`config.mk`:
```
export PLATFORM = sky130hd
export DESIGN_NAME = opaddr_gen
export DESIGN_NICKNAME = d
export VERILOG_FILES = /design/src/rtl/opaddr_pkg.sv /design/src/rtl/opaddr_ea_calc.sv /design/src/rtl/opaddr_seq.sv /design/src/rtl/opaddr_gen.sv
export SDC_FILE = /design/constraint.sdc
export NUM_CORES = 1
export LEC_CHECK = 0
export BUFFER_PORTS_ARGS = -buffer_cell sky130_fd_sc_hd__buf_4
export CAP_MARGIN = 20
export CORE_ASPECT_RATIO = 0.9
export CORE_MARGIN = 10
export CORE_UTILIZATION = 40
export DETAILED_ROUTE_END_ITERATION = 16
export GPL_ROUTABILITY_DRIVEN = 1
export PLACE_DENSITY = 0.59
export SLEW_MARGIN = 0
export SYNTH_ARGS = -nofsm -noshare
export SYNTH_HDL_FRONTEND = slang
export SYNTH_SLANG_ARGS = --single-unit
```
`constraint.sdc`:
```
create_clock -name clk -period 2.4 [get_ports clk]
set_clock_uncertainty 0.2 [all_clocks]
set_input_delay 0.24 -clock clk [delete_from_list [all_inputs] [get_ports clk]]
set_output_delay 0.24 -clock clk [all_outputs]
set_load 0.1 [all_outputs]
```
`src/rtl/opaddr_pkg.sv`:
```
package opaddr_pkg;

    typedef enum logic [3:0] {
        AM_REG  = 4'd0,
        AM_IMM  = 4'd1,
        AM_RIND = 4'd2,
        AM_DISP = 4'd3,
        AM_INDX = 4'd4,
        AM_ABS  = 4'd5,
        AM_MIND = 4'd6,
        AM_AINC = 4'd7,
        AM_SCAL = 4'd8
    } amode_e;

    typedef enum logic [1:0] {
        ST_IDLE,
        ST_ISSUE,
        ST_CATCH,
        ST_FINISH
    } ctl_state_e;

    // Codes beyond the defined set fall back to register mode
    function automatic amode_e decode_mode(input logic [3:0] code);
        if (code > 4'd8) return AM_REG;
        return amode_e'(code);
    endfunction

    function automatic logic mode_no_mem(input amode_e m);
        return (m == AM_REG) || (m == AM_IMM);
    endfunction

endpackage

```
`src/rtl/opaddr_ea_calc.sv`:
```
module opaddr_ea_calc
    import opaddr_pkg::*;
#(
    parameter int DW  = 16,
    parameter int SHW = 2
) (
    input  amode_e          amode,
    input  logic [DW-1:0]   base_val,
    input  logic [DW-1:0]   index_val,
    input  logic [DW-1:0]   konst,
    input  logic [SHW-1:0]  scale_sh,
    output logic [DW-1:0]   ea
);

    logic [DW-1:0] scaled_idx;

    assign scaled_idx = index_val << scale_sh;

    always_comb begin
        unique case (amode)
            AM_RIND, AM_MIND, AM_AINC: ea = base_val;
            AM_DISP:                   ea = base_val + konst;
            AM_INDX:                   ea = base_val + index_val;
            AM_ABS:                    ea = konst;
            AM_SCAL:                   ea = konst + base_val + scaled_idx;
            default:                   ea = '0;
        endcase
    end

endmodule

```
`src/rtl/opaddr_seq.sv`:
```
module opaddr_seq
    import opaddr_pkg::*;
#(
    parameter int DW = 16,
    parameter int SW = 4
) (
    input  logic           clk,
    input  logic           rst_n,
    input  logic           start,
    input  amode_e         amode,
    input  logic [DW-1:0]  base_val,
    input  logic [DW-1:0]  konst,
    input  logic [SW-1:0]  op_size,
    input  logic [DW-1:0]  ea_in,
    input  logic [DW-1:0]  mem_rdata,
    output logic           mem_rd_en,
    output logic [DW-1:0]  mem_addr,
    output logic           wb_en,
    output logic [DW-1:0]  wb_data,
    output logic           done,
    output logic [DW-1:0]  result,
    output logic [DW-1:0]  eff_addr,
    output logic           busy
);

    localparam int PADW = DW - SW;

    ctl_state_e    state_q, state_d;
    amode_e        mode_q;
    logic [DW-1:0] addr_q;
    logic [DW-1:0] res_q;
    logic [DW-1:0] base_q;
    logic [SW-1:0] size_q;
    logic          ptr_done_q;
    logic          accept;
    logic          chase;

    assign accept = (state_q == ST_IDLE) && start;
    assign chase  = (mode_q == AM_MIND) && !ptr_done_q;

    // State register
    always_ff @(posedge clk or negedge rst_n) begin
        if (!rst_n) state_q <= ST_IDLE;
        else        state_q <= state_d;
    end

    // Transitions
    always_comb begin
        state_d = state_q;
        unique case (state_q)
            ST_IDLE:   if (start) state_d = mode_no_mem(amode) ? ST_FINISH : ST_ISSUE;
            ST_ISSUE:  state_d = ST_CATCH;
            ST_CATCH:  state_d = chase ? ST_ISSUE : ST_FINISH;
            ST_FINISH: state_d = ST_IDLE;
            default:   state_d = ST_IDLE;
        endcase
    end

    // Operation registers
    always_ff @(posedge clk or negedge rst_n) begin
        if (!rst_n) begin
            mode_q     <= AM_REG;
            addr_q     <= '0;
            res_q      <= '0;
            base_q     <= '0;
            size_q     <= '0;
            ptr_done_q <= 1'b0;
        end else if (accept) begin
            mode_q     <= amode;
            addr_q     <= ea_in;
            res_q      <= (amode == AM_IMM) ? konst : base_val;
            base_q     <= base_val;
            size_q     <= op_size;
            ptr_done_q <= 1'b0;
        end else if (state_q == ST_CATCH) begin
            if (chase) begin
                addr_q     <= mem_rdata;
                ptr_done_q <= 1'b1;
            end else begin
                res_q <= mem_rdata;
            end
        end
    end

    // Outputs
    always_comb begin
        mem_rd_en = (state_q == ST_ISSUE);
        mem_addr  = addr_q;
        done      = (state_q == ST_FINISH);
        wb_en     = (state_q == ST_FINISH) && (mode_q == AM_AINC);
        wb_data   = base_q + {{PADW{1'b0}}, size_q};
        result    = res_q;
        eff_addr  = addr_q;
        busy      = (state_q != ST_IDLE);
    end

endmodule

```
`src/rtl/opaddr_gen.sv`:
```
module opaddr_gen
    import opaddr_pkg::*;
#(
    parameter int DW = 16,
    parameter int SW = 4
) (
    input  logic           clk,
    input  logic           rst_n,
    input  logic           start,
    input  logic [3:0]     mode,
    input  logic [DW-1:0]  base_val,
    input  logic [DW-1:0]  index_val,
    input  logic [DW-1:0]  konst,
    input  logic [1:0]     scale_sh,
    input  logic [SW-1:0]  op_size,
    output logic           mem_rd_en,
    output logic [DW-1:0]  mem_addr,
    input  logic [DW-1:0]  mem_rdata,
    output logic           wb_en,
    output logic [DW-1:0]  wb_data,
    output logic           done,
    output logic [DW-1:0]  result,
    output logic [DW-1:0]  eff_addr,
    output logic           busy
);

    amode_e        amode;
    logic [DW-1:0] ea_w;

    assign amode = decode_mode(mode);

    opaddr_ea_calc #(.DW(DW), .SHW(2)) ea_i (
        .amode     (amode),
        .base_val  (base_val),
        .index_val (index_val),
        .konst     (konst),
        .scale_sh  (scale_sh),
        .ea        (ea_w)
    );

    opaddr_seq #(.DW(DW), .SW(SW)) seq_i (
        .clk       (clk),
        .rst_n     (rst_n),
        .start     (start),
        .amode     (amode),
        .base_val  (base_val),
        .konst     (konst),
        .op_size   (op_size),
        .ea_in     (ea_w),
        .mem_rdata (mem_rdata),
        .mem_rd_en (mem_rd_en),
        .mem_addr  (mem_addr),
        .wb_en     (wb_en),
        .wb_data   (wb_data),
        .done      (done),
        .result    (result),
        .eff_addr  (eff_addr),
        .busy      (busy)
    );

endmodule

```
# After elaboration in Yosys (flattened, before gate mapping)

Index checks and enable logic that the tools add are counted.

Register bits after elaboration: 59
Latch bits: 0
Bits in writable memories: 0
Bits in read-only memories: 0
Input port bits: 77
Output and inout port bits: 68
Logic and storage cells: 59
Memories kept: 0

$add $sub $neg: 4
Multiply operators: 0
Div/mod/pow operators: 0
Order comparisons: 1
Equal/unequal tests: 15
Shift-type cells: 1
Multiplexer cells: 18
Bitwise gates (word level): 0
Reductions and logical operators: 13

Operators by type and width:

| kind                                                   | number |
|---|---|
| 2-to-1 mux 16 bit                                      | 7 |
| one-hot mux 16 bit (5 select lines)                    | 1 |
| adder 16 bit                                           | 3 |
| equality test 4 x 3 -> 1 bit (second input constant)   | 6 |
| adder 16 x 4 -> 16 bit                                 | 1 |
| left shift 16 x 2 -> 16 bit                            | 1 |
| equality test 4 x 2 -> 1 bit (second input constant)   | 2 |
| 2-to-1 mux 4 bit                                       | 2 |
| one-hot mux 2 bit (4 select lines)                     | 1 |
| 2-to-1 mux 2 bit                                       | 3 |
| nonzero test 2 bit                                     | 3 |
| equality test 2 bit (second input constant)            | 2 |
| equality test 4 x 1 -> 1 bit (second input constant)   | 1 |
| equality test 4 bit (second input constant)            | 1 |
| greater-than comparator 4 bit (second input constant)  | 1 |
| logical NOT 4 bit                                      | 1 |
| 2-to-1 mux 1 bit                                       | 4 |
| AND reduction 2 bit                                    | 2 |
| logical AND 1 bit                                      | 3 |
| OR reduction 3 bit                                     | 1 |
| equality test 2 x 1 -> 1 bit (second input constant)   | 1 |
| logical NOT 2 bit                                      | 1 |
| inequality test 2 x 1 -> 1 bit (second input constant) | 1 |
| inequality test 2 bit (second input constant)          | 1 |
| 2 further kinds                                        | 2 |

# Longest topological paths before layout

Gate-level depths: netlist of run 1.

Word-level depth: 8
Gate-level depth with buffers: 16
Gate-level depth less buffers: 15

# By module

From an unflattened synthesis of run 1, not the netlist that was laid out.

Cells, all modules: 707
Area, all modules: 5903.2 sq um

Modules (own cells, without submodules):

| module         | instances | cells each | area each (sq um) | seq. area each (sq um) |
|---|---|---|---|---|
| opaddr_seq     | 1         | 379        | 3215.6            | 1476.4 |
| opaddr_ea_calc | 1         | 324        | 2653.8            | 0.0 |
| opaddr_gen     | 1         | 4          | 33.8              | 0.0 |

# Worst setup path before layout of run 1

OpenSTA, ideal clock, no wires.

Path type: reg-to-output
From: register seq_i.size_q[0]
To: output wb_data[12]
Data arrival time: 3223 ps
Data required time: 1960 ps
Setup slack: -1263 ps
Stages on the path, launching flop included: 11
Buffers on the path: 0
Cell sequence: dfrtp_1 > ha_1 > inv_1 > fa_1 > nor2b_1 > o21ai_0 > nand2b_1 > and4_1 > nor2b_1 > nand2_1 > xnor2_1

Longest elaborated chain between the ends: 1

RTL lines:

| what                     | RTL line         | text |
|---|---|---|
| start: declaration       | opaddr_seq.sv:33 | `logic [SW-1:0] size_q;` |
| start signal: assignment | opaddr_seq.sv:73 | `size_q <= op_size;` |
| adder 16 x 4 -> 16 bit   | opaddr_seq.sv:91 | `wb_data = base_q + {{PADW{1'b0}}, size_q};` |
| end: declaration         | opaddr_gen.sv:20 | `output logic [DW-1:0] wb_data,` |

Every way passes these cells.

# Final worst setup path of run 1

From: input base_val[0]
To: register seq_i.addr_q[15], in the netlist seq_i.eff_addr[15]

Longest elaborated chain between the ends: 4
Elaborated cells on any way between the ends: 5
Classes of those cells: add/sub (3); mux (2)

RTL lines:

| what                                    | RTL line                                   | text |
|---|---|---|
| start: declaration                      | opaddr_gen.sv:11                           | `input logic [DW-1:0] base_val,` |
| adder 16 bit                            | opaddr_ea_calc.sv:22, opaddr_ea_calc.sv:25 |  |
| adder 16 bit                            | opaddr_ea_calc.sv:25                       | `AM_SCAL: ea = konst + base_val + scaled_idx;` |
| one-hot mux 16 bit (5 select lines) (*) | opaddr_ea_calc.sv:20                       | `unique case (amode)` |
| 2-to-1 mux 16 bit (*)                   | opaddr_seq.sv:68                           | `end else if (accept) begin` |
| end signal: assignment                  | opaddr_seq.sv:70                           | `addr_q <= ea_in;` |
| end signal: assignment                  | opaddr_seq.sv:77                           | `addr_q <= mem_rdata;` |
| end: declaration                        | opaddr_seq.sv:30                           | `logic [DW-1:0] addr_q;` |

Every way passes the cells marked *; elsewhere a longest branch is shown, timed or not.
A chain may end at the register's enable or synchronous reset.

==> results, run 1 <==
- The run finished, with violations left.
- The final reports fail on negative setup slack.
- The type of the worst min-delay path is input port to register.
- The die covers 21200 sq um.
- The finished layout holds 1298 standard cells, fillers aside.
- The placed standard-cell area is 9100 sq um.
- Measured on the finished design, the core utilization comes to 66.7%.
- Ranked by total cell area, the synthesized netlist is headed by sky130_fd_sc_hd__dfrtp_1, sky130_fd_sc_hd__ha_1, sky130_fd_sc_hd__nand2_1.
- OpenSTA, run right after detailed placement, puts the worst setup slack at -1.42 ns.
- The fraction of post-synthesis cell area in the top cell type by area is 23.4%.
- The longest clock path from root to sink contains 2 buffers.
- The number of global-route vias before repair is 6997.
- At the end of the flow, the number of nets in the layout was 1221.
- The number of I/O port buffers is 144.
- The average instance in the mapped netlist occupies 8.22 sq um.
- The maximum clock frequency is 0.303 GHz.
- The number of buffer and inverter instances along the worst setup path is 1.
- The static power due to leakage is 4.82 nW.
- The fraction of registers with async set or reset after synthesis is 100%.
- The largest driver fanout on the critical path is 4.
- After clock tree synthesis, the clock-pin slew on the worst setup and hold paths is 0.05 ns.
- After synthesis the cells add up to 6300 sq um.
- In this run the critical register-to-register path is launched from seq_i.mode_q[3].
- In this run the critical register-to-register path is captured at seq_i.eff_addr[11].
- Clock latency on the worst-skew pair, taken at its later pin, is 0.32 ns.
- The weighted congestion at the end of routability-driven global placement is 0.924.
- Setup repair after global routing could not meet its margin everywhere.
- The setup slack on the worst flop-to-flop path is -0.03 ns.
- The post-synthesis instance total is 766.
- In the global route stage, overall resource usage came out at 22.3%.
- The total overflow left after global routing is 0.
- The root buffer cell chosen for the clock tree is sky130_fd_sc_hd__clkbuf_16.
- The area of the core is 15400 sq um.
- The detailed router finished its first iteration with 513 violations.
- The number of cells on the worst reg-to-reg path is 8.
- The number of nets in the synthesized netlist is 896.
- Counting every sink on the clock net gives 59.
- Counting I/O delays and the setup requirement, the final critical path takes 3.30 ns.
- The transition time of the tightest slew-check pin is 0.762 ns.
- The initial cell density of the core is 40.8%.
- The synthesized design spends more area on one cell type than any other, namely sky130_fd_sc_hd__dfrtp_1.
- The maximum level of the CTS H-tree is 3.
- The number of design rule violations left after detail routing is 0.
- The fraction of the cycle the final worst path needs is 138%.
- The first detailed-routing pass ran for 5 iterations.
- In this run, synthesis inferred 0 flip-flops with an integrated enable.
- The launch point of the worst path is base_val[0].
- Counting buffers and inverters, the worst setup path is 16 cells deep.
- The timing endpoint of the critical path is seq_i.eff_addr[15].
- For the worst setup path, the data arrival time is 3.35 ns.
- The fraction of final layout cells with drive strength greater than 1 is 44.8%.
- The worst IR drop on VDD is 2.18 mV.
- The placement row count is 43.
- Once placement completed, the tool counted placed cells totaling 1251.
- Across all hold checks on the routed design, the worst slack comes to 0.0124 ns.
- The floorplan step set the die width to 152 um.
- The library cells used most frequently in the layout, excluding fill and tap cells, are sky130_fd_sc_hd__buf_4, sky130_fd_sc_hd__nand2_1, sky130_fd_sc_hd__dfrtp_1.
- The sum of negative setup slack is -11.36 ns.
- The tool flagged a number of max-cap violations equal to 0.
- Dividing the detail-routed wire length by the instance count gives 19.3 um.
- The most common cell after layout, fill and taps aside is sky130_fd_sc_hd__buf_4.
- By instance count, the cell type seen most on the critical path is sky130_fd_sc_hd__a21oi_2.
- The number of antenna repair diodes is 0.
- For this design the ratio of total power to cell area is 1310 nW/um^2.
- The slowest library cell on the worst path is sky130_fd_sc_hd__fa_2.
- Detailed routing inserted a total of 7090 vias.
- Of the synthesized area, sequential elements account for 23.4%.
- The detail route stage leaves a number of antenna-violating nets equal to 0.
- The finished cells cover 10300 sq um.
- The number of warnings printed during yosys synthesis is 0.
- Compared with the post-synthesis result, the final layout area differs by 63.6%.
- Summed over all nets, the half-perimeter wirelength after detailed placement is 20100 um.
- 145 I/O pins were placed.
- The number of max-slew violations in the final report is 0.
- The hold violation count in the final report was 0.
- The worst path setup slack after routing is -0.901 ns.
- In this design, the largest share of critical-path delay is due to compound AO/OA/AOI/OAI gates.
- TritonCTS built the clock tree.
- STA classifies the critical path startpoint as an input port.
- Using the TritonRoute via totals, the vias-per-cell ratio works out to 5.46.
- The die is 139 um tall.
- The kind of capture point of the worst setup path is a register.
- The synthesized flop and latch total is 59.
- The worst path required time is 2.45 ns.
- The design draws 13.5 mW.
- Among all flip-flop cells after synthesis, the most frequent one is sky130_fd_sc_hd__dfrtp_1.
- The largest net degree at the start of global routing is 60.
- The wire length of the first global-routing pass is 38900 um.
- The signal on the critical path passes through buf_8 > ha_4 > fa_2 > a211oi_4 > o21ai_4 > a2111oi_4 > nor3_2 > xor2_1 > ha_1 > a21o_1 > a21oi_2 > nand3b_1 > a41oi_2 > a211oi_2 > a2111o_1 > a21oi_2.
- The number of setup violations in the final report is 25.
- The number of buffers created by CTS is 9.
- In this run the tightest slew margin relative to its limit is 49.2%.
- The initial antenna violation count is 0.
- The count of unique library cells instantiated by Yosys is 81.
- The final layout contains routed wiring with a total length of 25100 um.
- The critical path is of the input port to register type.
- In this design, the stage delay of the slowest critical-path cell is 0.38 ns.
[kinds of logic after synthesis]
family          after synthesis  synth area share (%)
simple gates                285                  20.9
compound gates              220                  24.8
buf+inv                      65                  5.52
flops                        59                  23.4
fa+ha+maj                    53                  11.0
xor+xnor                     51                  7.45
mux                          33                  6.84
[final cells by class]
class,count,area (sq um)
Clock buffer,11,243
Clock inverter,5,52.6
Fill cell,1280,5140
Inverter,15,56.3
Multi-Input combinational cell,642,5240
Sequential cell,59,1480
Tap cell,202,253
Timing Repair Buffer,364,2980
[cells in the mapped netlist, types with 4 or more instances]
library cell,count
sky130_fd_sc_hd__a211oi_1,5
sky130_fd_sc_hd__a21o_1,14
sky130_fd_sc_hd__a21oi_1,53
sky130_fd_sc_hd__a221o_1,8
sky130_fd_sc_hd__a221oi_1,6
sky130_fd_sc_hd__a22oi_1,10
sky130_fd_sc_hd__a31oi_1,14
sky130_fd_sc_hd__and2_1,6
sky130_fd_sc_hd__and3_1,9
sky130_fd_sc_hd__buf_2,4
sky130_fd_sc_hd__buf_4,17
sky130_fd_sc_hd__clkbuf_1,22
sky130_fd_sc_hd__dfrtp_1,59
sky130_fd_sc_hd__fa_1,4
sky130_fd_sc_hd__ha_1,49
sky130_fd_sc_hd__inv_1,15
sky130_fd_sc_hd__mux2i_1,25
sky130_fd_sc_hd__mux4_2,8
sky130_fd_sc_hd__nand2_1,136
sky130_fd_sc_hd__nand2b_1,10
sky130_fd_sc_hd__nand3_1,15
sky130_fd_sc_hd__nand3b_1,4
sky130_fd_sc_hd__nand4_1,5
sky130_fd_sc_hd__nor2_1,55
sky130_fd_sc_hd__nor2b_1,9
sky130_fd_sc_hd__nor3_1,16
sky130_fd_sc_hd__nor3b_1,5
sky130_fd_sc_hd__o21a_1,8
sky130_fd_sc_hd__o21ai_0,40
sky130_fd_sc_hd__o21ai_1,4
sky130_fd_sc_hd__o21bai_1,6
sky130_fd_sc_hd__o31ai_1,4
sky130_fd_sc_hd__xnor2_1,32
sky130_fd_sc_hd__xor2_1,16
[flip-flops by register name, indices dropped and copies added (netlist names)]
| name | flops |
|---|---|
| seq_i.base_q | 16 |
| seq_i.eff_addr | 16 |
| seq_i.result | 16 |
| seq_i.mode_q | 4 |
| seq_i.size_q | 4 |
| seq_i.state_q | 2 |
| seq_i.ptr_done_q | 1 |
[worst min-delay path by stage]
stage / slack [ns] / from / cells after the start / to
2_1_floorplan: -0.26 / rst_n / 0 / seq_i.base_q[0]
5_1_grt: 0.01 / mem_rdata[7] / 3 / seq_i.eff_addr[7]
4_1_cts: 0.006 / mem_rdata[10] / 3 / seq_i.eff_addr[10]
6_report: 0.01 / mem_rdata[10] / 3 / seq_i.eff_addr[10]
3_3_place_gp: 0.15 / rst_n / 1 / seq_i.result[14]
3_5_place_dp: 0.16 / rst_n / 1 / seq_i.result[14]
[power by group]
| part | internal [mW] | leakage, nW | total (mW) | switching [mW] |
|---|---|---|---|---|
| combinational | 3.23 | 3.95 | 10.3 | 7.04 |
| clock | 0.825 | 0.145 | 1.26 | 0.435 |
| sequential | 1.48 | 0.723 | 2.00 | 0.524 |
| total | 5.53 | 4.82 | 13.5 | 8.00 |
[per-layer routing]
metal  routed length, um  part of all wire (%)  track usage (%)  vias up
met1               12000                    48             32.9     3374
met5                   0                     0                0        -
met3                1610                   6.4             2.91       17
met4                 248                  0.99             3.90        0
met2               11200                    45             33.8      250
li1                    -                     -                -     3449
[repair_timing]
action | in CTS | in global routing
endpoints found under the setup margin | 24 | 26
gates resized for setup | 76 | 56
hold endpoints to repair | 70 | 0
hold buffers | 12 | 0
buffers inserted | 10 | 13
pin swaps | 35 | 32
[worst reg2reg max path: stages (launching register included)]
cell                       delay (ns)
sky130_fd_sc_hd__dfrtp_1         0.37
sky130_fd_sc_hd__nand3b_1        0.19
sky130_fd_sc_hd__nor3_1          0.21
sky130_fd_sc_hd__nand2_1         0.10
sky130_fd_sc_hd__or2_2           0.40
sky130_fd_sc_hd__o21ai_0         0.24
sky130_fd_sc_hd__nand2_1         0.12
sky130_fd_sc_hd__a221o_1         0.31
sky130_fd_sc_hd__a21o_1          0.19
No activity file was read; power rests on OpenSTA's default activity.
==> inputs of run 2 (changes only) <==
--- a/config.mk
+++ b/config.mk
@@ -5,6 +5,7 @@
 export SDC_FILE = /design/constraint.sdc
 export NUM_CORES = 1
 export LEC_CHECK = 0
+export ABC_AREA = 1
 export BUFFER_PORTS_ARGS = -buffer_cell sky130_fd_sc_hd__buf_4
 export CAP_MARGIN = 20
 export CORE_ASPECT_RATIO = 0.9
@@ -12,6 +13,7 @@
 export CORE_UTILIZATION = 40
 export DETAILED_ROUTE_END_ITERATION = 16
 export GPL_ROUTABILITY_DRIVEN = 1
+export HOLD_SLACK_MARGIN = 0.08
 export PLACE_DENSITY = 0.59
 export SLEW_MARGIN = 0
 export SYNTH_ARGS = -nofsm -noshare
==> results, run 2 <==
- Summing all flip-flop and latch instances after layout gives 1480 sq um.
- Setup repair after global routing could not meet its margin everywhere.
- The portion of total power attributed to sequential cells is 13.8%.
- Sorting the synthesized cells by how often they occur yields sky130_fd_sc_hd__nand2_1, sky130_fd_sc_hd__inv_1, sky130_fd_sc_hd__a21oi_1.
- The final layout contains routed wiring with a total length of 26600 um.
- The checks that failed: negative setup slack.
- Dividing total power by cell area gives a power density of 1310 nW/um^2.
- The synthesized design contains 0 enable-type register cells.
- The routed length per placed instance is 17.8 um.
- The path with the worst hold slack has its endpoint at seq_i.base_q[15].
- The largest driver fanout on the critical path is 4.
- Of all cell types, the one taking the most synthesized area is sky130_fd_sc_hd__dfrtp_1.
- The fraction of the cycle the final worst path needs is 124%.
- The number of max-slew violations in the final report was 0.
- Across all register-to-register paths, the minimum setup slack is 0.29 ns.
- The clock tree from TritonCTS is yes.
- The synthesized flop and latch total is 59.
- In the final layout, the multi-input gates occupy 5110 sq um.
- The kind of capture point of the worst setup path is a register.
- Global routing finished with a remaining overflow of 0.
- In this run the tool buffered the top-level ports with 144 buffer cells.
- The fill cell instance count of the final layout is 1193.
- The floorplan step defined a core boundary enclosing 14900 sq um.
- The post-synthesis instance total is 954.
- The type of the worst min-delay path is input port to register.
- The power share of the clock group is 10.6%.
- The number of warnings printed during yosys synthesis is 0.
- The kind of critical path is input port to register.
- Leaving out fill and tap cells, the most frequent cell in the layout is sky130_fd_sc_hd__buf_4.
- The sequential-to-total area share from yosys stat is 24.0%.
- The net count of the finished layout is 1419.
- The minimum period implied by the final worst setup slack is 2.97 ns.
- The growth of design area from synthesis to finish is 74.5%.
- After synthesis, the largest family of logic cells by area is simple AND/OR/NAND/NOR gates.
- The fraction of the mapped netlist area in compound gates is 21.5%.
- The initial antenna violation count is 0.
- Summing the areas of all xor and xnor instances in the mapped netlist gives 4.26% of the synthesized area.
- The count of unique library cells instantiated by Yosys is 45.
- The per-instance average area after synthesis is 6.46 sq um.
- The synthesized netlist devotes 27.1% of its cell area to simple gates.
- The largest net degree at the start of global routing is 76.
- Derived from the worst setup path, the maximum achievable clock frequency is 0.337 GHz.
- The buffer depth of the longest clock path is 2.
- The mux cell area share after synthesis is 0.812%.
- Counting cells, the worst reg-to-reg path comes to 9.
- The headroom to the max-slew limit is 48.9%.
- The root buffer cell is sky130_fd_sc_hd__clkbuf_16.
- The startpoint identified for the worst hold timing path is base_val[15].
- In the layout the commonest cells are sky130_fd_sc_hd__buf_4, sky130_fd_sc_hd__nand2_1, sky130_fd_sc_hd__inv_1.
- Summing internal, switching and leakage power gives 14.1 mW.
- Of the total power, the share spent switching nets is 59.4%.
- The internal power is 5.74 mW.
- The most frequently used flop master after synthesis is sky130_fd_sc_hd__dfrtp_1.
- The transition time of the tightest slew-check pin is 0.766 ns.
- The most common cell in the synthesized netlist is sky130_fd_sc_hd__nand2_1.
- The number of global-route vias before repair came to 7466.
- The sum of negative setup slack is -8.92 ns.
- The final antenna-violating net count is 0.
- The placement row count is 42.
- The number of nets produced by synthesis is 1084.
- The repair_antennas step left the layout with diodes totalling 0.
- The relative contribution of combinational cells to total power is 75.7%.
- The average vias per placed instance is 5.28.
- STA classifies the critical path startpoint as an input port.
- The hold violation count in the final report is 0.
- The synthesized netlist occupies a cell area of 6160 sq um.
- Across all setup checks in the final design, the least slack found is -0.569 ns.
- Setup violations remaining at the end of the flow were counted as 25.
- The weighted congestion at the end of routability-driven global placement is 0.978.
- The register clock-pin slew on the reported worst setup and hold paths is 0.05 ns.
- The fraction of final layout cells with drive strength greater than 1 is 41.5%.
- The worst IR drop on VDD is 1.45 mV.
- In the post-synthesis netlist, the biggest area contributors are sky130_fd_sc_hd__dfrtp_1, sky130_fd_sc_hd__nand2_1, sky130_fd_sc_hd__ha_1.
- The source of the worst register-to-register timing path is seq_i.state_q[0].
- The flow ran to the end, but the final reports show violations.
- The iteration count of the initial detailed-routing pass is 8.
- Pin placement for this block handled 145 I/O pins.
- The number of design rule violations left after detail routing is 0.
- The fraction of post-synthesis cell area in the top cell type by area is 24.0%.
- The width of the chip is 151 um.
- The static power due to leakage is 5.21 nW.
- The first global-routing pass estimated 39700 um of wire.
- The latest clock arrival within the worst-skew pair is 0.33 ns.
- The net switching component of the power is 8.39 mW.
- The area share of fa/ha/maj cells after synthesis is 11.2%.
- The post-placement setup slack is -0.894 ns.
- The H-tree was split into 3 levels.
- The vertical extent of the die is 138 um.
- The clock sink total is 59.
- Of all flip-flops after synthesis, the portion carrying an async set or reset was 100%.
- For this configuration, the core starts out at a cell density of 41.3%.
- Once detailed placement completed, the half-perimeter wirelength came to 19900 um.
- The floorplan step defined a die boundary enclosing 20800 sq um.
- The worst path required time is 2.46 ns.
- The aggregate global-route resource usage is 24.2%.
- The number of clock buffers added by TritonCTS is 9.
- The total via count after detailed routing is 7870.
- The initial DRC count is 698.
- The max capacitance violation total is 0.
- The worst hold path was traced through 3 stages.
- The final worst hold slack is 0.0836 ns.
- The terminus of the critical flop-to-flop path is seq_i.eff_addr[10].
- The arrival time of the worst setup path is 3.03 ns.
-- run 2: cell count changes in the layout (fill, tap and decap cells not counted), moves of 24 or more --
cell | before | now
sky130_fd_sc_hd__inv_1 | 14 | 102
sky130_fd_sc_hd__buf_4 | 325 | 301
sky130_fd_sc_hd__nand2_1 | 132 | 201
sky130_fd_sc_hd__nand2_2 | 2 | 28
sky130_fd_sc_hd__a21oi_1 | 42 | 86
sky130_fd_sc_hd__o21ai_0 | 35 | 81
-- run 2: metrics by stage --
step                instance area [sq um]  utilization, %  std cells
global placement                     8980            60.2       1419
detailed placement                   8980            60.2       1419
global route                        10800            72.1       1491
CTS                                 10200            68.3       1474
finish                              10800            72.1       1491
floorplan                            6580               -        954
-- run 2: power groups by stage --
| stage | clock network, mW | registers (mW) | logic (mW) |
|---|---|---|---|
| after global routing | 1.55 | 2.01 | 11.2 |
| after detailed placement | 0 | 1.94 | 9.41 |
| final | 1.49 | 1.95 | 10.7 |
| after floorplan | 0 | 3.81 | 5.15 |
| after global placement | 0 | 1.92 | 9.37 |
| after CTS | 1.50 | 1.94 | 10.2 |
-- run 2: kinds of logic (layout without fill, tap and decap cells) --
family          Yosys count  count (layout)
fa+ha+maj                53              53
simple gates            400             400
mux                       5               5
buf+inv                 160             499
compound gates          247             247
flops                    59              59
xor+xnor                 30              30
-- run 2: worst max path at each step --
stage	start	endpoint	depth (start not counted)
finish	base_val[0]	seq_i.eff_addr[14]	21
global route	seq_i.size_q[0]	wb_data[14]	12
CTS	seq_i.size_q[2]	wb_data[15]	11
detailed placement	base_val[3]	seq_i.eff_addr[14]	22
global placement	base_val[3]	seq_i.eff_addr[14]	22
floorplan	seq_i.base_q[2]	wb_data[15]	10
-- run 2: final cells by class --
type / count / share of cell area, %
clock buffer: 11 / 2.26
inverter: 115 / 4.05
clock inverter: 4 / 0.919
timing repair buffer: 369 / 29.2
multi-input combinational: 735 / 47.6
sequential: 59 / 13.7
tap: 198 / 2.30
-- run 2: routing by layer --
layer	global-route usage, %	vias up	part of all wire [%]
met5	0	-	0
met4	6.09	0	2.5
met3	5.05	38	10
met2	37.5	360	44
met1	33.4	3629	43
li1	-	3843	-
-- run 2: critical path, stage by stage --
cell and delay, ns:
sky130_fd_sc_hd__buf_8 0.10, sky130_fd_sc_hd__ha_4 0.17, sky130_fd_sc_hd__fa_2 0.39, sky130_fd_sc_hd__nand2_2 0.09
sky130_fd_sc_hd__nand3_2 0.09, sky130_fd_sc_hd__nand2_2 0.12, sky130_fd_sc_hd__o21ai_4 0.08, sky130_fd_sc_hd__xor2_4 0.17
sky130_fd_sc_hd__ha_4 0.31, sky130_fd_sc_hd__nand2_2 0.08, sky130_fd_sc_hd__nor2_2 0.16, sky130_fd_sc_hd__a21oi_2 0.09
sky130_fd_sc_hd__inv_2 0.08, sky130_fd_sc_hd__nand3_2 0.06, sky130_fd_sc_hd__o21ai_2 0.17, sky130_fd_sc_hd__nand3b_1 0.12
sky130_fd_sc_hd__nand3_1 0.10, sky130_fd_sc_hd__nand3_1 0.10, sky130_fd_sc_hd__nand2_2 0.10, sky130_fd_sc_hd__nand2_2 0.05
sky130_fd_sc_hd__a21oi_2 0.14
-- run 2: repair_timing --
| action | in CTS | in global routing |
|---|---|---|
| hold buffers | 23 | 0 |
| cloned | 0 | 0 |
| endpoints found under the setup margin | 26 | 27 |
| buffers inserted | 21 | 28 |
| resized for setup | 99 | 104 |
| pin swaps | 55 | 69 |
| endpoints found under the hold margin | 91 | 0 |
==> inputs of run 3 (changes only) <==
--- a/config.mk
+++ b/config.mk
@@ -13,6 +13,7 @@
 export CORE_UTILIZATION = 40
 export DETAILED_ROUTE_END_ITERATION = 16
 export GPL_ROUTABILITY_DRIVEN = 1
+export GPL_TIMING_DRIVEN = 0
 export HOLD_SLACK_MARGIN = 0.08
 export PLACE_DENSITY = 0.59
 export SLEW_MARGIN = 0
==> constraint.sdc (replaced) <==
create_clock -name clk -period 2.4 [get_ports clk]
set_clock_uncertainty 0.2 [all_clocks]
set_input_delay 0.24 -clock clk [delete_from_list [all_inputs] [get_ports clk]]
set_output_delay 0.24 -clock clk [all_outputs]
set_load 0.05 [all_outputs]
==> results, run 3 (same netlist as run 2, synthesis figures left out) <==
- The run finished, with violations left.
- The checks that failed: negative setup slack.
- STA classifies the critical path endpoint as a register.
- After global routing the overflow that remains totals 0.
- The average vias per placed instance is 5.37.
- The routed length per placed instance is 18.5 um.
- The initial antenna violation count is 1.
- After layout, the worst setup slack is -0.578 ns.
- The signal on the critical path passes through buf_8 > ha_4 > fa_2 > nand2_2 > nand3_2 > nand2_2 > o21ai_4 > xor2_4 > ha_4 > nand2_4 > nor4_4 > nor2_1 > inv_2 > nand2_2 > nand2_2 > nand3b_1 > nand2_1 > nand2_1 > nand3_1 > nand2_2 > nand2_2 > a21oi_2.
- The routed wire length is 26100 um.
- In this run the count of I/O pins placed on the die edge is 145.
- The register clock-pin slew on the reported worst setup and hold paths is 0.06 ns.
- The count of non-filler cells in the finished layout is 1407.
- The transition time of the tightest slew-check pin is 1.01 ns.
- For this design the ratio of total power to cell area is 1120 nW/um^2.
- The number of global-route vias before repair is 7149.
- The die covers 20800 sq um.
- For this configuration, the core starts out at a cell density of 41.3%.
- The worst path required time is 2.42 ns.
- The net count reported at finish is 1334.
- The arrival time of the worst setup path is 3.00 ns.
- Routability-driven placement finished with a final weighted congestion of 1.00.
- Timing would allow up to 0.336 GHz.
- The maximum cell stage delay along the critical path is 0.43 ns.
- The end-of-flow core utilization is 65.2%.
- The growth of design area from synthesis to finish is 58.0%.
- The fraction of the cycle the final worst path needs is 124%.
- The die is 138 um tall.
- Final hold analysis gives a worst-case slack of 0.0932 ns.
- The filler cells instantiated in the layout total 1346.
- Summing all flip-flop and latch instances after layout gives 1480 sq um.
- For this design the static power due to leakage is 4.66 nW.
- The detailed router placed 7557 vias in this run.
- Summing internal, switching and leakage power gives 10.9 mW.
- The final antenna-violating net count is 0.
- The number of placed instances with taps included is 1294.
- Setup repair after global routing could not meet its margin everywhere.
- The first TritonRoute pass finished after 6 iterations.
- The buffer depth of the longest clock path is 2.
- The largest driver fanout on the critical path is 5.
- The clock tree from TritonCTS is yes.
- The root buffer cell is sky130_fd_sc_hd__clkbuf_16.
- The HPWL after detailed placement is 20300 um.
- In the final layout, the share of cells above drive strength 1 is 35.7%.
- Leaving out fill and tap cells, the most frequent cells in the layout are sky130_fd_sc_hd__buf_4, sky130_fd_sc_hd__nand2_1, sky130_fd_sc_hd__inv_1.
- The number of antenna repair diodes is 0.
- At the later pin of the worst-skew pair, clock insertion delay measures 0.34 ns.
- The initial DRC count is 546.
- After floorplanning, the core was sized to cover 14900 sq um.
- In this run the tool buffered the top-level ports with 142 buffer cells.
- The smallest clock period supported by the final layout is computed as 2.98 ns.
- The largest net degree at the start of global routing is 60.
- After floorplanning, the core was divided into 42 placement rows.
- The worst setup path is of the input port to register kind.
- OpenSTA, run right after detailed placement, puts the worst setup slack at -1.17 ns.
- The multi-input combinational cells in the finished layout cover a total of 5030 sq um.
- Across the run, the number of max-cap violations was 0.
- The type of the worst min-delay path is input port to register.
- The slowest library cell on the worst path is sky130_fd_sc_hd__fa_2.
- The hold violation count in the final report is 0.
- For this run, the total global-route usage over all layers was measured as 24.2%.
- The cell that appears most often on the critical path is sky130_fd_sc_hd__nand2_2.
- The width of the chip is 151 um.
- Setup violations remaining at the end of the flow were counted as 27.
- The number of max-slew violations in the final report was 0.
- Clock tree synthesis found a total of 59 sinks.
- The most common cell after layout, fill and taps aside is sky130_fd_sc_hd__buf_4.
- The maximum level of the CTS H-tree is 3.
- The number of buffers created by CTS is 9.
- VDD sags by at most 0.963 mV.
- The headroom to the max-slew limit is 32.3%.
- The wire length of the first global-routing pass is 39200 um.
- The number of design rule violations left after detail routing is 0.
- STA classifies the critical path startpoint as an input port.
[run 3: cell count changes in the layout (fill, tap and decap cells not counted), sizes merged]
cell         previous run  this run
bufinv                  3         1
clkbuf                 11        28
clkinvlp                1         3
buf                   346       238
clkinv                  3         4
inv                   112       114
dlygate4sd3            23        27
[run 3: layout make-up]
class	count	area share, %
repair buffers	239	20.4
flip-flops and latches	59	15.2
plain buffers	45	2.67
clock inverters	7	0.797
multi-input cells	735	51.6
well taps	198	2.54
inverters	115	4.51
clock buffers	9	2.31
[run 3: per-stage QoR]
| step | TNS [ns] | area [sq um] |
|---|---|---|
| after floorplan | -4.68 | 6410 |
| after global placement | -14.52 | 7730 |
| after detailed placement | -14.81 | 7730 |
| after CTS | -8.26 | 9200 |
| after global routing | -12.10 | 9740 |
| final | -8.96 | 9740 |
[run 3: worst paths after layout]
path	startpoint	end	slack, ns	depth (start not counted)
min in group asynchronous	rst_n	seq_i.state_q[0]	0.32	2
setup reg to reg	seq_i.state_q[1]	seq_i.eff_addr[13]	0.17	8
max in group asynchronous	rst_n	seq_i.size_q[3]	1.17	2
hold / removal	konst[15]	seq_i.result[15]	0.09	3
setup / recovery	base_val[0]	seq_i.eff_addr[13]	-0.58	22
hold reg to reg	seq_i.ptr_done_q	seq_i.ptr_done_q	0.28	2
[run 3: critical path: cells and delay by family]
kind	cells	cell delay, ns
buffers and inverters	2	0.20
adder cells (fa/ha/maj)	3	0.91
XOR/XNOR	1	0.17
AND/OR/NAND/NOR	14	1.31
AO/OA/AOI/OAI	2	0.14
[run 3: timing repair]
| action | CTS | global route |
|---|---|---|
| setup endpoints to repair | 44 | 55 |
| setup buffers | 49 | 31 |
| endpoints found under the hold margin | 96 | 0 |
| resized for setup | 119 | 93 |
| hold buffers | 27 | 0 |
| pin swaps | 72 | 77 |
[run 3: power by group]
group | internal (mW) | switching, mW | total, mW | leakage [nW]
clock network | 0.809 | 0.495 | 1.30 | 0.146
logic | 2.79 | 4.92 | 7.71 | 3.81
registers | 1.49 | 0.443 | 1.93 | 0.706
[run 3: layer usage]
metal	track usage (%)	part of all wire (%)
met5	0	0.027
met4	6.78	2.1
met3	4.62	9.5
met2	37.3	44
met1	33.7	44
